File: src/rtl/idf_pkg.sv
package idf_pkg;

    localparam int unsigned BANK_BYTES = 8;
    localparam int unsigned IDX_W      = $clog2(BANK_BYTES);
    localparam int unsigned ID_BYTES   = 4;
    localparam int unsigned CTRL_W     = 8;

    typedef enum logic [1:0] {
        MODE_W32  = 2'b00,
        MODE_W16  = 2'b01,
        MODE_W8   = 2'b10,
        MODE_SHUT = 2'b11
    } idf_mode_e;

    typedef struct packed {
        logic             accept;
        logic [IDX_W-1:0] idx;
    } idf_result_t;

    // byte passes when every bit not masked agrees
    function automatic logic byte_pass(input logic [7:0] id_b,
                                       input logic [7:0] code_b,
                                       input logic [7:0] mask_b);
        return ((id_b ^ code_b) & ~mask_b) == 8'h00;
    endfunction

endpackage

File: src/rtl/idf_bank.sv
module idf_bank
    import idf_pkg::*;
(
    input  logic                    clk,
    input  logic                    rst,
    input  logic                    wr_en,
    input  logic                    wr_mask,
    input  logic [IDX_W-1:0]        wr_addr,
    input  logic [7:0]              wr_data,
    output logic [BANK_BYTES*8-1:0] code_o,
    output logic [BANK_BYTES*8-1:0] mask_o
);

    logic [7:0] code_q [BANK_BYTES];
    logic [7:0] mask_q [BANK_BYTES];

    for (genvar k = 0; k < BANK_BYTES; k++) begin : g_byte
        always_ff @(posedge clk) begin
            if (rst) begin
                code_q[k] <= 8'h00;
                mask_q[k] <= 8'h00;
            end else if (wr_en && wr_addr == IDX_W'(k)) begin
                if (wr_mask) mask_q[k] <= wr_data;
                else         code_q[k] <= wr_data;
            end
        end
        assign code_o[8*k +: 8] = code_q[k];
        assign mask_o[8*k +: 8] = mask_q[k];
    end

endmodule

File: src/rtl/idf_match.sv
module idf_match
    import idf_pkg::*;
(
    input  idf_mode_e               mode,
    input  logic [ID_BYTES*8-1:0]   id_bytes,
    input  logic [BANK_BYTES*8-1:0] code,
    input  logic [BANK_BYTES*8-1:0] mask,
    output idf_result_t             res
);

    localparam int unsigned N32 = BANK_BYTES / 4;
    localparam int unsigned N16 = BANK_BYTES / 2;

    logic [BANK_BYTES-1:0] ok32, ok16, ok8;
    logic [N32-1:0]        hit32;
    logic [N16-1:0]        hit16;
    logic [BANK_BYTES-1:0] hits;

    // each bank byte compared against the id byte it faces in each split
    for (genvar k = 0; k < BANK_BYTES; k++) begin : g_cmp
        assign ok32[k] = byte_pass(id_bytes[8*(k%4) +: 8], code[8*k +: 8], mask[8*k +: 8]);
        assign ok16[k] = byte_pass(id_bytes[8*(k%2) +: 8], code[8*k +: 8], mask[8*k +: 8]);
        assign ok8[k]  = byte_pass(id_bytes[7:0],          code[8*k +: 8], mask[8*k +: 8]);
    end

    for (genvar f = 0; f < N32; f++) begin : g_f32
        assign hit32[f] = &ok32[4*f +: 4];
    end

    for (genvar f = 0; f < N16; f++) begin : g_f16
        assign hit16[f] = &ok16[2*f +: 2];
    end

    always_comb begin
        hits = '0;
        unique case (mode)
            MODE_W32:  hits[N32-1:0] = hit32;
            MODE_W16:  hits[N16-1:0] = hit16;
            MODE_W8:   hits          = ok8;
            MODE_SHUT: hits          = '0;
            default:   hits          = '0;
        endcase
    end

    // lowest-numbered filter wins
    always_comb begin
        res.accept = |hits;
        res.idx    = '0;
        for (int i = BANK_BYTES - 1; i >= 0; i--) begin
            if (hits[i]) res.idx = IDX_W'(i);
        end
    end

endmodule

File: src/rtl/idf_hit_queue.sv
module idf_hit_queue
    import idf_pkg::*;
#(
    parameter int unsigned DEPTH = 4
) (
    input  logic             clk,
    input  logic             rst,
    input  logic             push,
    input  logic [IDX_W-1:0] push_idx,
    input  logic             pop,
    output logic [IDX_W-1:0] hit_q
);

    localparam int unsigned PW = (DEPTH > 1) ? $clog2(DEPTH) : 1;
    localparam int unsigned CW = $clog2(DEPTH + 1);

    logic [IDX_W-1:0] slot_q [DEPTH];
    logic [PW-1:0]    wr_ptr_q, rd_ptr_q;
    logic [CW-1:0]    count_q;
    logic             pop_ok, push_ok, full;

    assign full    = (count_q == CW'(DEPTH));
    assign pop_ok  = pop && (count_q != '0);
    assign push_ok = push && (!full || pop_ok);

    function automatic logic [PW-1:0] nxt(input logic [PW-1:0] p);
        return (p == PW'(DEPTH - 1)) ? '0 : p + PW'(1);
    endfunction

    always_ff @(posedge clk) begin
        if (rst) begin
            wr_ptr_q <= '0;
            rd_ptr_q <= '0;
            count_q  <= '0;
            hit_q    <= '0;
        end else begin
            if (push_ok) begin
                slot_q[wr_ptr_q] <= push_idx;
                wr_ptr_q         <= nxt(wr_ptr_q);
            end
            if (pop_ok) begin
                hit_q    <= slot_q[rd_ptr_q];
                rd_ptr_q <= nxt(rd_ptr_q);
            end
            case ({push_ok, pop_ok})
                2'b10:   count_q <= count_q + CW'(1);
                2'b01:   count_q <= count_q - CW'(1);
                default: count_q <= count_q;
            endcase
        end
    end

    a_r10_hit_hold: assert property (@(posedge clk) disable iff (rst)
        !pop |=> $stable(hit_q));

    a_r11_no_overflow: assert property (@(posedge clk) disable iff (rst)
        count_q <= CW'(DEPTH));

    a_r12_push_pop_level: assert property (@(posedge clk) disable iff (rst)
        (push && pop && count_q != '0) |=> count_q == $past(count_q));

    a_r11_full_drop: assert property (@(posedge clk) disable iff (rst)
        (push && !pop && full) |=> full);

endmodule

File: src/rtl/can_id_accept_filter.sv
module can_id_accept_filter
    import idf_pkg::*;
#(
    parameter int unsigned FIFO_DEPTH = 4
) (
    input  logic                  clk,
    input  logic                  rst,
    input  logic                  cfg_we,
    input  logic [CTRL_W-1:0]     cfg_wdata,
    input  logic                  init_req,
    input  logic                  init_ack,
    input  logic                  bank_we,
    input  logic                  bank_mask_sel,
    input  logic [IDX_W-1:0]      bank_addr,
    input  logic [7:0]            bank_wdata,
    input  logic                  id_valid,
    input  logic [ID_BYTES*8-1:0] id_bytes,
    input  logic                  fg_shift,
    output logic                  acc_valid,
    output logic                  acc_flag,
    output logic [IDX_W-1:0]      acc_idx,
    output logic [IDX_W-1:0]      hit_idx,
    output logic [CTRL_W-1:0]     ctrl_rdata
);

    logic                    init_ok;
    idf_mode_e               mode_q;
    logic [BANK_BYTES*8-1:0] code_w, mask_w;
    idf_result_t             res_w;
    logic                    unused_wbits;

    assign init_ok      = init_req && init_ack;
    assign unused_wbits = ^cfg_wdata[CTRL_W-1:2];

    always_ff @(posedge clk) begin
        if (rst)                      mode_q <= MODE_W32;
        else if (cfg_we && init_ok)   mode_q <= idf_mode_e'(cfg_wdata[1:0]);
    end

    idf_bank u_bank (
        .clk     (clk),
        .rst     (rst),
        .wr_en   (bank_we && init_ok),
        .wr_mask (bank_mask_sel),
        .wr_addr (bank_addr),
        .wr_data (bank_wdata),
        .code_o  (code_w),
        .mask_o  (mask_w)
    );

    idf_match u_match (
        .mode     (mode_q),
        .id_bytes (id_bytes),
        .code     (code_w),
        .mask     (mask_w),
        .res      (res_w)
    );

    always_ff @(posedge clk) begin
        if (rst) begin
            acc_valid <= 1'b0;
            acc_flag  <= 1'b0;
            acc_idx   <= '0;
        end else begin
            acc_valid <= id_valid;
            acc_flag  <= id_valid && res_w.accept;
            acc_idx   <= id_valid ? res_w.idx : '0;
        end
    end

    idf_hit_queue #(.DEPTH(FIFO_DEPTH)) u_queue (
        .clk      (clk),
        .rst      (rst),
        .push     (id_valid && res_w.accept),
        .push_idx (res_w.idx),
        .pop      (fg_shift),
        .hit_q    (hit_idx)
    );

    assign ctrl_rdata = {1'b0, hit_idx, 2'b00, mode_q};

    a_r2_mode_locked: assert property (@(posedge clk) disable iff (rst)
        !(cfg_we && init_ok) |=> $stable(mode_q));

    a_r7_closed_rejects: assert property (@(posedge clk) disable iff (rst)
        (id_valid && mode_q == MODE_SHUT) |=> (acc_valid && !acc_flag));

    a_r9_verdict_timing: assert property (@(posedge clk) disable iff (rst)
        id_valid |=> acc_valid);

    a_r9_no_stray_verdict: assert property (@(posedge clk) disable iff (rst)
        !id_valid |=> !acc_valid);

    a_r9_reject_idx_zero: assert property (@(posedge clk) disable iff (rst)
        (acc_valid && !acc_flag) |-> acc_idx == '0);

endmodule

File: config.mk
export PLATFORM = sky130hd
export DESIGN_NAME = can_id_accept_filter
export DESIGN_NICKNAME = d
export VERILOG_FILES = /design/src/rtl/idf_pkg.sv /design/src/rtl/idf_bank.sv /design/src/rtl/idf_match.sv /design/src/rtl/idf_hit_queue.sv /design/src/rtl/can_id_accept_filter.sv
export SDC_FILE = /design/constraint.sdc
export NUM_CORES = 1
export LEC_CHECK = 0
export BUFFER_PORTS_ARGS = -buffer_cell sky130_fd_sc_hd__clkbuf_2
export CAP_MARGIN = 20
export CORE_MARGIN = 2
export CORE_UTILIZATION = 40
export CTS_CLUSTER_DIAMETER = 80
export DETAILED_ROUTE_END_ITERATION = 6
export SLEW_MARGIN = 20
export SYNTH_ARGS = -nofsm -noshare
export SYNTH_HDL_FRONTEND = slang
export SYNTH_HIERARCHICAL = 1
export SYNTH_SLANG_ARGS = --single-unit
File: constraint.sdc
create_clock -name clk -period 3.4 [get_ports clk]
set_input_delay 0.51 -clock clk [delete_from_list [all_inputs] [get_ports clk]]
set_output_delay 0.51 -clock clk [all_outputs]
set_load 0.05 [all_outputs]
# After elaboration in Yosys (flattened, before gate mapping)

Memories as Yosys holds them, arrays and structs flattened. A register that Yosys moved wholly into a read port is not among the register bits.
Cells that the tools add are included.

Bits in registers: 14
Memory bits (writable): 140
Input port bits: 60
Output and inout bits: 16
Logic and storage cells: 215
Memories kept: 3

Memory list:

| name           | words | width | read ports | clocked after memory_dff | write ports | RTL line            | RTL |
|---|---|---|---|---|---|---|---|
| u_bank.code_q  | 8     | 8     | 8          | 0                        | 8           | idf_bank.sv:14      | `logic [7:0] code_q [BANK_BYTES];` |
| u_bank.mask_q  | 8     | 8     | 8          | 0                        | 8           | idf_bank.sv:15      | `logic [7:0] mask_q [BANK_BYTES];` |
| u_queue.slot_q | 4     | 3     | 1          | 1                        | 1           | idf_hit_queue.sv:17 | `logic [IDX_W-1:0] slot_q [DEPTH];` |

Add/subtract/negate cells: 4
Equality and inequality tests: 15
Multiplexer cells: 85
Bitwise operators: 57
Reductions and logical operators: 44

Operator list:

| cell                | count |
|---|---|
| $and 8x8->8         | 16 |
| $logic_not 8->1     | 16 |
| $mux 8              | 16 |
| $xor 8x8->8         | 16 |
| $not 8->8           | 8 |
| $mux 1              | 55 |
| $mux 3              | 8 |
| $or 1x1->1          | 16 |
| $eq 3x3->1 const B  | 5 |
| $logic_and 1x1->1   | 14 |
| $eq 2x2->1 const B  | 5 |
| $pmux 2 s4          | 1 |
| $reduce_and 2->1    | 4 |
| $reduce_and 4->1    | 2 |
| $reduce_or 8->1     | 1 |
| $eq 3x2->1 const B  | 2 |
| $pmux 3 s2          | 1 |
| $add 2x1->2 const B | 2 |
| $eq 2x1->1 const B  | 2 |
| $mux 2              | 2 |
| $mux 4              | 1 |
| $pmux 2 s2          | 1 |
| $add 3x1->3 const B | 1 |
| $eq 3x1->1 const B  | 1 |
| other kinds (9)     | 9 |

# Depth between registers and ports, before layout

Gate-level depths: netlist of the first run.
An unclocked memory read counts as a cell.

Depth in word-level cells: 13
Gate-level depth with buffers: 18
Mapped depth without buffers: 16

# Hierarchy

The synthesis of the first run kept the hierarchy.

By module, submodules not included:

| module               | instances | cells each | area an instance (sq um) | sequential area each (sq um) |
|---|---|---|---|---|
| idf_bank             | 1         | 334        | 5087.4                   | 3843.7 |
| idf_match            | 1         | 270        | 2028.2                   | 0.0 |
| idf_hit_queue        | 1         | 79         | 1037.2                   | 560.5 |
| can_id_accept_filter | 1         | 28         | 292.8                    | 140.1 |

# Worst setup path before layout of the first run

OpenSTA, ideal clock, no wires.

Path kind: register -> register
From: reg mode_q[0]
To: reg u_queue.count_q[2]
Library setup time: 121 ps
Arrival: 3378 ps
Data required time: 3279 ps
Path slack: -99 ps
Stages on the path, launching flop included: 19
Buffers on the path: 2
Clock period less this slack: 3499 ps
Cell sequence: dfxtp_1 inv_1 ha_1 clkbuf_1 nor2b_1 o21ai_0 nor3_1 a22oi_1 o41ai_2 a21oi_1 nand3_1 and2_1 buf_6 or2_1 fa_1 inv_1 nand2_1 o22a_1 mux2_4

RTL lines:

| item                   | RTL line                   | RTL |
|---|---|---|
| from (decl)            | can_id_accept_filter.sv:27 | `idf_mode_e mode_q;` |
| from (signal assigned) | can_id_accept_filter.sv:37 | `else if (cfg_we && init_ok) mode_q <= idf_mode_e'(cfg_wdata[1:0]);` |
| to (signal assigned)   | idf_hit_queue.sv:46        | `2'b10: count_q <= count_q + CW'(1);` |
| to (signal assigned)   | idf_hit_queue.sv:47        | `2'b01: count_q <= count_q - CW'(1);` |
| to (signal assigned)   | idf_hit_queue.sv:48        | `default: count_q <= count_q;` |
| to (decl)              | idf_hit_queue.sv:19        | `logic [CW-1:0] count_q;` |

==> results of run 1 <==
[worst min-delay path, delay by kind of cell]
kind,cells,cell delay (ns)
buf+inv,1,0.08
simple gates,1,0.06
mux,1,0.06
[per-stage QoR]
stage / TNS [ns] / util (%) / std cells
after global routing: 0 / 47.22 / 1081
after global placement: -0.2743 / 44.06 / 1047
after CTS: 0 / 46.83 / 1079
after floorplan: 0 / - / 713
final: 0 / 47.22 / 1081
after detailed placement: -1.328 / 44.06 / 1047
[state kept, by name, indices dropped and copies added (netlist names)]
signal            flops
acc_idx               3
u_queue/rd_ptr_q      2
u_bank/code_q        64
u_queue/slot_q       12
u_queue/hit_q         3
acc_flag              1
u_queue/count_q       3
u_queue/wr_ptr_q      2
acc_valid             1
mode_q                2
u_bank/mask_q        64
[where the power goes]
group	total [mW]	internal [mW]	switching, mW
Sequential	2.26	2.19	0.0710
Clock	1.84	1.01	0.831
Combinational	0.602	0.241	0.361
[cell families after synthesis]
group                    share of synthesized area [%]
AO/OA/AOI/OAI                                    8.370
XOR/XNOR                                         13.57
adder cells (fa/ha/maj)                          1.422
buffers and inverters                            5.141
flip-flops                                       53.81
multiplexers                                     1.807
other                                          0.04440
AND/OR/NAND/NOR                                  15.84
[per-layer routing]
layer	vias up	track usage [%]	share of wire, %
met5	-	0	0
met4	0	6.810	2.4
met3	39	5.749	7.7
met2	255	36.41	48
met1	2991	28.55	42
li1	2762	-	-
[area by class of cell]
| class | instances | area, sq um |
|---|---|---|
| fillers | 1920 | 11030 |
| repair buffers | 123 | 770.7 |
| clock inverters | 14 | 127.6 |
| well taps | 275 | 344.1 |
| inverters | 22 | 82.58 |
| flip-flops and latches | 157 | 4547 |
| clock buffers | 18 | 450.4 |
| multi-input cells | 472 | 3541 |
[layout by cell type (no fill, tap or decap), types with 2 or more instances in the layout]
cell       count
o22ai_1       52
inv_4          2
a21oi_1        3
nor2_1        25
edfxtp_1     140
nor3_1       103
nand3_1        5
nand2_1        7
clkinv_4       3
nand4bb_1      2
and2_1         8
conb_1         3
mux2i_1        7
mux4_2         3
nand2b_1       6
inv_8          3
xnor2_1      124
inv_6          3
nor3_2        27
xor2_1         5
o21ai_0        6
o21bai_1      12
nand3b_1       3
ha_1           8
buf_4         56
inv_1         22
o211ai_1       2
o22a_1         4
nor4_2         5
dfxtp_1       15
nor2b_1        3
a31o_2         4
o31a_1         2
clkbuf_2      66
and3_1         2
dfxtp_2        2
nor3_4         3
clkbuf_16     18
nor4_1         4
[worst max path at each step]
stage	start	end	slack, ns
after floorplan	mode_q[0]	u_queue/count_q[2]	0.1
after global placement	id_bytes[13]	u_queue/count_q[1]	-0.16
after detailed placement	id_bytes[13]	u_queue/count_q[1]	-0.26
after CTS	u_bank/code_q[1][0]	u_queue/count_q[1]	0.006
after global routing	mode_q[1]	u_queue/count_q[1]	0.007
final	mode_q[1]	u_queue/count_q[2]	0.19
[timing repair]
action | 4_1_cts | 5_1_grt
gates resized for setup | 0 | 12
buffers inserted | 0 | 2
endpoints found under the setup margin | 0 | 15
==> results.txt, run 1 <==
- Outcome: finished with violations
- Violated checks: design-rule violations
* Sequential area share after synthesis: 53.81%
- IR analysis of the VDD net gives a maximum drop of 0.3215 mV.
- CTS tree: yes
- Port Buf Inserts: 66
- The die covers 22290 sq um.
- At the end of routability-driven placement, the weighted congestion stood at 0.9238.
- For this design the top-level I/O count stands at 76.
- Initial core utilization: 40.43%
* Flop2flop setup slack: 0.19 ns
* Inserted Diodes: 0
- Once placement finished, the instance area stood at 9204 sq um.
- Counting flops with an async set or reset pin after synthesis yields a share of 0%.
- Antenna violations before repair: 0
- Summing internal, switching and leakage power gives 4.697 mW.
- Entering global routing, the biggest net connects 33 pins.
- Origin of the critical flop-to-flop path: mode_q[1]
* Cell depth of the worst min-delay path: 3
- Data on the critical path arrives at its endpoint at 3.53 ns.
* Synthesis-stage register bit count: 157
* Fraction of final layout cells with drive strength greater than 1: 26.80%
- The pre-antenna-repair detailed-routing pass consisted of 7 iterations.
- The initialized floorplan defines 53 standard-cell rows.
- Post-synth cell types: 66
* Synthesized cell area: 8446 sq um
* Max Fanout on Critical Path: 3
- Total of endpoints with negative setup slack in the final report: 0
- Sink of the worst hold path: mode_q[0]
- In this run the vertical extent of the chip is 149.3 um.
- Clock transition at the registers of the reported paths: 0.07 ns
- Counting instances in the post-synthesis netlist gives the leading cell types as edfxtp_1 (140), xnor2_1 (124), nor3_1 (103).
- After detailed routing, the number of remaining DRC violations is 5.
* Top flip-flop cell by instance count after synthesis: edfxtp_1
- Across all setup checks in the final design, the least slack found is 0.1868 ns.
- For the worst setup path, the data required time is 3.72 ns.
- The number of hold buffers added after CTS was 0.
* Vias: 6047
- Count of cells along the worst register-to-register path: 16
* Core Area: 20890 sq um
* Fraction of synthesized cell area taken by the top area cell type: 49.78%
- Static power due to leakage: 3.292 nW
- Summed over all instances, the cell type with the most area after synthesis is edfxtp_1.
- Slowest cell on crit path: fa_1
* Most repeated cell in the gate-level netlist after synthesis: edfxtp_1
- The worst setup path is captured at a flop.
- Grt total ovfl: 0
- Initial DRC Count: 495
* Min-Delay Path Class: in -> reg
- Cell with the most instances on the worst path: inv_1
- The number of buffers and inverters on the critical path is 2.
- Detailed placement finished with a half-perimeter wire length of 17240 um.
* CTS Buffer Depth: 2
* Start point of the worst hold path: cfg_wdata[0]
* Hold WS: 0.3295 ns
* Reg-to-reg critical path endpoint: u_queue/count_q[2]
* Maximum cell stage delay along the critical path: 0.36 ns
* Post-route clock period utilization: 94.50%
- Synthesis produced a netlist whose cell count is 711.
- Once layout is done, the placed cells without fillers occupy 9863 sq um.
* Layout area overhead: 16.79%
- Headroom to the max-slew limit: 36.13%
* Routed wire per std cell: 22.00 um
- Final layout net count: 862
* Unrepaired setup endpoints after global routing: false
- The kind of cell with the highest combined delay along the critical path is simple AND/OR/NAND/NOR gates.
* Clock sink total: 157
- TritonCTS created 17 clock buffers.
* Maximum Capacitance Violations: 0
- For this run, the total global-route usage over all layers was measured as 22.06%.
- In the routed layout, each cell is associated on average with a via count of 5.594.
- By area the synthesized netlist is led by edfxtp_1 (50%), xnor2_1 (13%), nor3_1 (6.1%).
- Transition at the pin with the smallest max-transition slack: 0.9570 ns
- Derived from the worst setup path, the maximum achievable clock frequency is 0.3112 GHz.
- The number of max-slew violations in the final report came to 0.
- Total detailed-routing wirelength: 23780 um
- Once detail routing completed, the nets flagged for antenna violations numbered 0.
- Post-route clock skew: 0.008320 ns
- Worst setup path class: reg -> reg
* Number of warnings printed during yosys synthesis: 6
* Wire length of the first global-routing pass: 35840 um
- The average instance in the mapped netlist occupies 11.88 sq um.
- Hold Violations, Final: 0
* Width of the die: 149.3 um
- For this design the ratio of total power to cell area is 476.2 nW/um^2.
- H-tree level count: 4
- Fin crit period: 3.213 ns
* Post-placement worst setup slack: -0.2640 ns
- The cell sitting at the root of the clock tree is a clkbuf_16.
* CP Cell Sequence: inv_1, ha_1, nor2b_1, o21ai_0, and4b_1, a22oi_2, o41ai_4, a21oi_2, nand3_1, and2_1, or2_1, fa_1, inv_1, nand2_1, o22a_1, mux2_4
* Via count of the first global-routing pass: 6137
* EDFF count, synth: 140
* Clk_lat worst skew: 0.43 ns
- Counting buffers and inverters, the worst setup path is 16 cells deep.
- Sort of element at the start of the critical path: flop
Power figures use the tool's default switching activity.
==> run 2, diff against run 1 <==
SETUP_SLACK_MARGIN = 0.3   (was not set)
==> run 2 against run 1 <==
Effect of this change: largest cell class unchanged; largest power group unchanged; highest routed layer unchanged; critical endpoint is now u_queue/count_q[1]; clock-buffer cell count grew 4; power grew 2.8%; the flow now finishes without violations; hold slack lost 0.0095 ns; core utilization grew 0.60 points; global-route usage grew 0.79 points.
==> results.txt, run 2 (same netlist as run 1, synthesis figures left out) <==
* Unrepaired setup endpoints after global routing: true
- Total design power: 4.827 mW (+2.8%)
* CTS buffer count: 17 (unchanged)
- Width of the die: 149.3 um (unchanged)
- Hold Violations, Final: 0 (unchanged)
- Layout area overhead: 18.27%
* Sort of element at the start of the critical path: input pin
* Smallest setup slack after layout: 0.2471 ns (+0.06026 ns)
- The largest fanout on the critical path was 7 (+4).
- The number of antenna cells inserted was 0 (unchanged).
- The total number of placement rows is 53 (unchanged).
* Final layout net count: 860 (-0.23%)
* Clk_lat worst skew: 0.43 ns (about the same)
- The maximum clock insertion buffer count is 2 (unchanged).
- The library cells used most frequently in the layout, excluding fill and tap cells, are edfxtp_1 (140), xnor2_1 (122), nor3_1 (102).
* Critical Path Source: id_bytes[5]
- The final weighted congestion in routability-driven placement is 0.8988 (-2.7%).
* Initial core utilization: 40.43% (unchanged)
* Fin crit period: 3.153 ns (-0.06026 ns)
- The multi-input combinational cell area was 3654 sq um (+3.2%).
* Fmax: 0.3172 GHz (+1.9%)
* Port Buf Inserts: 66 (unchanged)
* Grt total ovfl: 0 (unchanged)
- The number of clock sinks is 157 (unchanged).
- HPWL after detailed placement: 17320 um (+0.45%)
- The library cell used most frequently in the layout, excluding fill and tap cells, is edfxtp_1.
* Cell count after placement: 1039 (-0.76%)
- Layout fillers: 1914 (-0.31%)
* Min-Delay Path Class: in -> reg
- STA classifies the critical path endpoint as a flop.
- Largest net degree at the start of global routing: 33 (unchanged)
* Post-route clock period utilization: 92.73% (-1.8 points)
- The worst-case clock skew came to 0.006727 ns (-0.001594 ns).
* Transition at the pin with the smallest max-transition slack: 0.9873 ns (+0.03032 ns)
- Vias: 6130 (+1.4%)
* Core Area: 20890 sq um (unchanged)
- TritonCTS built the clock tree.
* Total detailed-routing wirelength: 24610 um (+3.5%)
- Combined global-route utilization of all metal layers: 22.85% (+0.79 points)
* Origin of the critical flop-to-flop path: u_bank/code_q[1][26]
- Initial DRC Count: 693 (+40%)
- The clock transition at the registers of the reported paths was 0.06 ns (about the same).
* Number of max-slew violations in the final report: 0 (unchanged)
- Maximum Capacitance Violations: 0 (unchanged)
* IR Drop Worst-Case VDD: 0.3394 mV (+5.6%)
- The total power density per cell area was 483.3 nW/um^2 (+1.5%).
- The arrival time at the worst endpoint is 3.49 ns (-0.04 ns).
- The slowest stage of the critical path belongs to the cell fa_2.
- The post-detailed-route wirelength per cell came to 22.81 um (+3.7%).
* Final standard cell count with taps included and fillers excluded: 1079 (-0.19%)
- The largest registers in the layout are u_bank/code_q x64, u_bank/mask_q x64, u_queue/slot_q x12.
* CP Cell Sequence: clkbuf_2, xnor2_1, o22ai_1, nor4_2, nand2_2, o41ai_4, a21oi_2, nand3_1, and2_4, or2_4, fa_2, nor2_1, o211ai_1, a221oi_2
- The detailed-routing iteration count for the pre-antenna-repair pass is 5 (-2).
- The biggest cell delay along the critical path came to 0.44 ns (+0.08 ns).
* Fraction of final layout cells with drive strength greater than 1: 29.23% (+2.4 points)
- Static power due to leakage: 3.321 nW (+0.85%)
* Family with the most delay on the worst path: simple AND/OR/NAND/NOR gates
* Die area: 22290 sq um (unchanged)
- The number of global-route vias before repair came to 6234 (+1.6%).
- The sequential standard cell area came to 4552 sq um (+0.11%).
* ANT nets after route: 0 (unchanged)
- DRC violations left: 0 (-5)
- The startpoint identified for the worst hold timing path is cfg_wdata[0].
- The tightest slew margin relative to the limit came to 34.11% (-2.0 points).
- Worst setup path class: in -> reg
- Required time of the critical path: 3.74 ns (+0.02 ns)
- Post-placement worst setup slack: -0.2236 ns (+0.04039 ns)
* Post-detailed-route via-to-cell ratio: 5.681 (+1.6%)
- Height of the die: 149.3 um (unchanged)
* Wire length of the first global-routing pass: 37230 um (+3.9%)
- H-tree level count: 4 (unchanged)
* Buffers and inverters on the worst path: 1 (-1)
* Antenna violations before repair: 0 (unchanged)
- The hold slack came to 0.3200 ns (-0.009503 ns).
- Total of endpoints with negative setup slack in the final report: 0 (unchanged)
- The number of I/O pins was 76 (unchanged).
* Buffer type at the clock tree root: clkbuf_16
- Outcome: finished clean
run 2: path summary, 6_finish.rpt:
path,to,slack [ns],cells past startpoint
worst max register to register,u_queue/count_q[1],0.25,13
worst min register to register,u_queue/wr_ptr_q[0],0.53,2
worst min-delay path,mode_q[0],0.32,3
worst max-delay path,u_queue/count_q[1],0.25,14
run 2: per-layer routing:
layer | routed length, um | up-vias | GRT usage [%]
met4 | 582 | 0 | 6.810
met3 | 1923 | 36 | 4.404
met5 | 0 | - | 0
met1 | 10410 | 3042 | 30.77
met2 | 11690 | 293 | 37.60
li1 | - | 2759 | -
run 2: layout make-up:
type                    count  area share [%]
flip-flops and latches    157           45.57
multi-input cells         472           36.58
repair buffers            121           7.491
clock buffers              22           5.086
well taps                 275           3.445
clock inverters            10          0.9771
inverters                  22          0.8518
run 2: stage by stage:
step / TNS, ns / instance area, sq um / utilization (%)
CTS: 0 / 9814 / 46.98
finish: 0 / 9988 / 47.82
floorplan: 0 / 8466 / -
global placement: -0.2174 / 9141 / 43.76
detailed placement: -0.8935 / 9141 / 43.76
global route: 0 / 9988 / 47.82
run 2: repair_timing:
action,in CTS,in global routing
resized for setup,12,32
pin swaps,7,10
setup endpoints to repair,15,16
hold buffers,0,0
setup buffers,3,5
run 2: report_power, final:
part / switching, mW / internal (mW) / total, mW
Sequential: 0.0751 / 2.19 / 2.26
Clock: 0.805 / 1.15 / 1.95
Combinational: 0.369 / 0.244 / 0.613
run 2: worst register-to-register path, delay by kind of cell, from the launching register on:
family	cells	cell delay, ns
flops	1	0.47
fa+ha+maj	1	0.44
simple gates	5	0.80
compound gates	6	1.09
xor+xnor	1	0.26
==> run 3, diff against run 2 <==
ABC_AREA = 1   (was not set)
==> run 3 against run 2 <==
Effect of this change: clock-buffer cell count is 1 lower; cell count is 40% higher; register-to-register slack better by 0.31 ns; sequential share of layout area is 0.83 points lower; non-clock buffer count is 44 lower; hold slack worse by 0.015 ns; clock power is 6% lower; synthesized area is 6.8% higher; global-route usage is 1.3 points lower; core utilization is 1.6 points lower.
==> results.txt, run 3 <==
- The clock latency at the later pin of the worst-skew pair came to 0.43 ns (about the same).
- CTS tree: yes
- The largest fanout on the critical path came to 5 (-2).
* Width of the die: 154.2 um (+3.2%)
- The portion of synthesized cell area occupied by the leading cell type is 46.61% (-3.2 points).
* Die area: 23760 sq um (+6.6%)
- Top flip-flop cell by instance count after synthesis: edfxtp_1
- Sequential area share after synthesis: 50.39% (-3.4 points)
- The number of buffers added on ports was 66 (unchanged).
* Static power due to leakage: 4.670 nW (+41%)
- Via count of the first global-routing pass: 7027 (+13%)
- Most repeated cell in the gate-level netlist after synthesis: nand2_1
* Largest net degree at the start of global routing: 33 (unchanged)
* H-tree level count: 4 (unchanged)
* Kind of capture point of the worst setup path: flop
- Num ports: 76 (unchanged)
- The effective utilization at floorplan came to 41.07% (+0.64 points).
- The signal on the critical path passes through inv_1, ha_1, nand2_1, nor2_1, nand2_1, nor2_1, nand3_1, nand2_1, nor2_2, nand3_1, nand2_1, inv_1, o21ai_2, or2_1, nor2_1.
- The tightest slew margin relative to the limit came to 43.72% (+9.6 points).
- The number of clock sinks came to 157 (unchanged).
* Combined global-route utilization of all metal layers: 21.59% (-1.3 points)
* Synthesis-stage register bit count: 157 (unchanged)
* Inserted Diodes: 0 (unchanged)
- Number of detailed-routing iterations run before antenna repair: 6 (+1)
* Total met2 wirelength after detailed routing: 11570 um (-1.0%)
- The final instance count without filler cells is 1508 (+40%).
- Transition at the pin with the smallest max-transition slack: 0.8430 ns (-0.1443 ns)
- Most area-hungry cell type in the Yosys netlist: edfxtp_1
* Core Area: 21960 sq um (+5.1%)
- The gate count after technology mapping came to 1146 (+61%).
- Number of hold buffers added after CTS: 0 (unchanged)
* Post-synth cell types: 40 (-39%)
* Outcome: finished clean
- The largest vdd supply drop is 0.3701 mV (+9.0%).
* Layout area overhead: 12.61%
- The first-pass GRT wire length is 38210 um (+2.6%).
- Met3 WL: 1886 um (-1.9%)
- The post-route clock period utilization came to 83.71% (-9.0 points).
* CTS Buffer Depth: 2 (unchanged)
* Number of max-slew violations in the final report: 0 (unchanged)
- The total power draw is 5.016 mW (+3.9%).
* Antenna violations before repair: 0 (unchanged)
* Unrepaired setup endpoints after global routing: false
- Power density cells: 493.9 nW/um^2 (+2.2%)
* Resized cells post-CTS: 0 (-12)
- Grt total ovfl: 0 (unchanged)
* Number of warnings printed during yosys synthesis: 6 (unchanged)
- The remaining antenna violation count came to 0 (unchanged).
* Synthesized cell area: 9019 sq um (+6.8%)
* Most numerous cell types in the synthesized netlist: nand2_1 (301), nor2_1 (250), inv_1 (159)
- HPWL after detailed placement: 18150 um (+4.8%)
* Vias: 7455 (+22%)
* Required time of the critical path: 3.51 ns (-0.23 ns)
- The largest registers in the layout are u_bank/code_q x64, u_bank/mask_q x64, u_queue/slot_q x12.
- Maximum cell stage delay along the critical path: 0.35 ns (-0.09 ns)
- The setup-violating endpoint count in the final report came to 0 (unchanged).
* Buffer type at the clock tree root: clkbuf_16
- RePlAce Congestion: 0.9552 (+6.3%)
- The worst setup path is of the reg -> reg kind.
- Synth async-reset ratio: 0% (unchanged)
- Post-detailed-route via-to-cell ratio: 4.944 (-13%)
- Post-CTS Setup Inserts: 0 (-3)
* Total detailed-routing wirelength: 24690 um (+0.33%)
* Number of placement rows: 54 (+1.9%)
- Avg Synthesized Cell Area: 7.870 sq um (-34%)
- Commonest cells after routing, fill and taps aside: nand2_1 (301), nor2_1 (250), inv_1 (159)
- Leaving out fill and tap cells, the most frequent cell in the layout is nand2_1.
* Cell count after placement: 1476 (+42%)
- Top metal layer carrying routed signals: met4
* Clock transition at the registers of the reported paths: 0.06 ns (about the same)
* Post-route clock skew: 0.006727 ns (+0.0000004700 ns)
- The aggregate negative setup slack was 0 ns (unchanged).
* Data arrival time at the worst-slack endpoint: 2.96 ns (-0.53 ns)
- STA classifies the critical path startpoint as a flop.
- Initial DRC Count: 583 (-16%)
* Slowest cell on crit path: dfxtp_1
- Height of the die: 154.2 um (+3.2%)
- The proportion of layout cells with a drive suffix above 1 was 12.70% (-17 points).
- Final layout net count: 1284 (+49%)
* Wire length the detailed router placed on met1: 10670 um (+2.5%)
- Ranked by total cell area, the synthesized netlist is headed by edfxtp_1 (47%), nand2_1 (13%), nor2_1 (10%).
- Fin crit period: 2.846 ns (-0.3067 ns)
- Hold Violations, Final: 0 (unchanged)
* Cell with the most instances on the worst path: nand2_1
- The number of enable-type register cells in the synthesized netlist is 140 (unchanged).
* DRC violations left: 0 (unchanged)
* Fmax: 0.3513 GHz (+11%)
* Routed wire per std cell: 16.37 um (-28%)
* Min-Delay Path Class: in -> reg
- CTS buffer count: 17 (unchanged)
- Maximum Capacitance Violations: 0 (unchanged)
-- run 3: worst paths after layout --
check	start	to	slack (ns)	depth (start not counted)
setup / recovery	mode_q[0]	u_queue/slot_q[1][1]	0.55	15
hold / removal	cfg_wdata[0]	mode_q[0]	0.30	3
setup reg to reg	mode_q[0]	u_queue/slot_q[1][1]	0.55	15
hold reg to reg	u_queue/wr_ptr_q[1]	u_queue/wr_ptr_q[1]	0.54	2
-- run 3: stage by stage --
| stage | hold WS [ns] | util (%) | cell area [sq um] | setup WS, ns |
|---|---|---|---|---|
| floorplan | 0.4900 | - | 9026 | 0.7073 |
| global placement | 0.5235 | 43.70 | 9595 | 0.3186 |
| detailed placement | 0.5357 | 43.70 | 9595 | 0.3074 |
| CTS | 0.2939 | 46.25 | 10160 | 0.5846 |
| global route | 0.3338 | 46.25 | 10160 | 0.3013 |
| finish | 0.3046 | 46.25 | 10160 | 0.5538 |
-- run 3: final cells by class --
| class | count | area (sq um) |
|---|---|---|
| Tap cell | 280 | 350.3 |
| Clock buffer | 21 | 483.0 |
| Timing Repair Buffer | 77 | 412.9 |
| Inverter | 168 | 638.1 |
| Multi-Input combinational cell | 794 | 3650 |
| Fill cell | 2143 | 11800 |
| Sequential cell | 157 | 4544 |
| Clock inverter | 11 | 77.57 |
-- run 3: cells by family (layout without fill, tap and decap cells) --
family	Yosys count	after routing	share of synthesized area, %
xor+xnor	4	4	0.3885
buf+inv	197	277	9.226
fa+ha+maj	9	9	1.332
compound gates	97	97	5.633
simple gates	681	681	32.99
other cells	1	3	0.04158
flops	157	157	50.39
-- run 3: routing by layer --
layer  GRT usage, %  vias to the layer above
met5              0                        -
li1               -                     3769
met4          7.432                        0
met1          28.69                     3401
met2          35.53                      244
met3          4.059                       41
-- run 3: power by group --
| part | total, mW | switching, mW | internal, mW |
|---|---|---|---|
| registers | 2.32 | 0.0982 | 2.22 |
| logic | 0.860 | 0.614 | 0.246 |
| clock network | 1.83 | 0.807 | 1.03 |
| total | 5.02 | 1.52 | 3.50 |
-- run 3: critical path: cells and delay by family, from the launching register on --
kind	cells	cell delay, ns
and+or+nand+nor	11	1.50
buffers and inverters	2	0.21
AOI/OAI and AO/OA	1	0.11
DFF	1	0.35
adders and majority gates	1	0.35
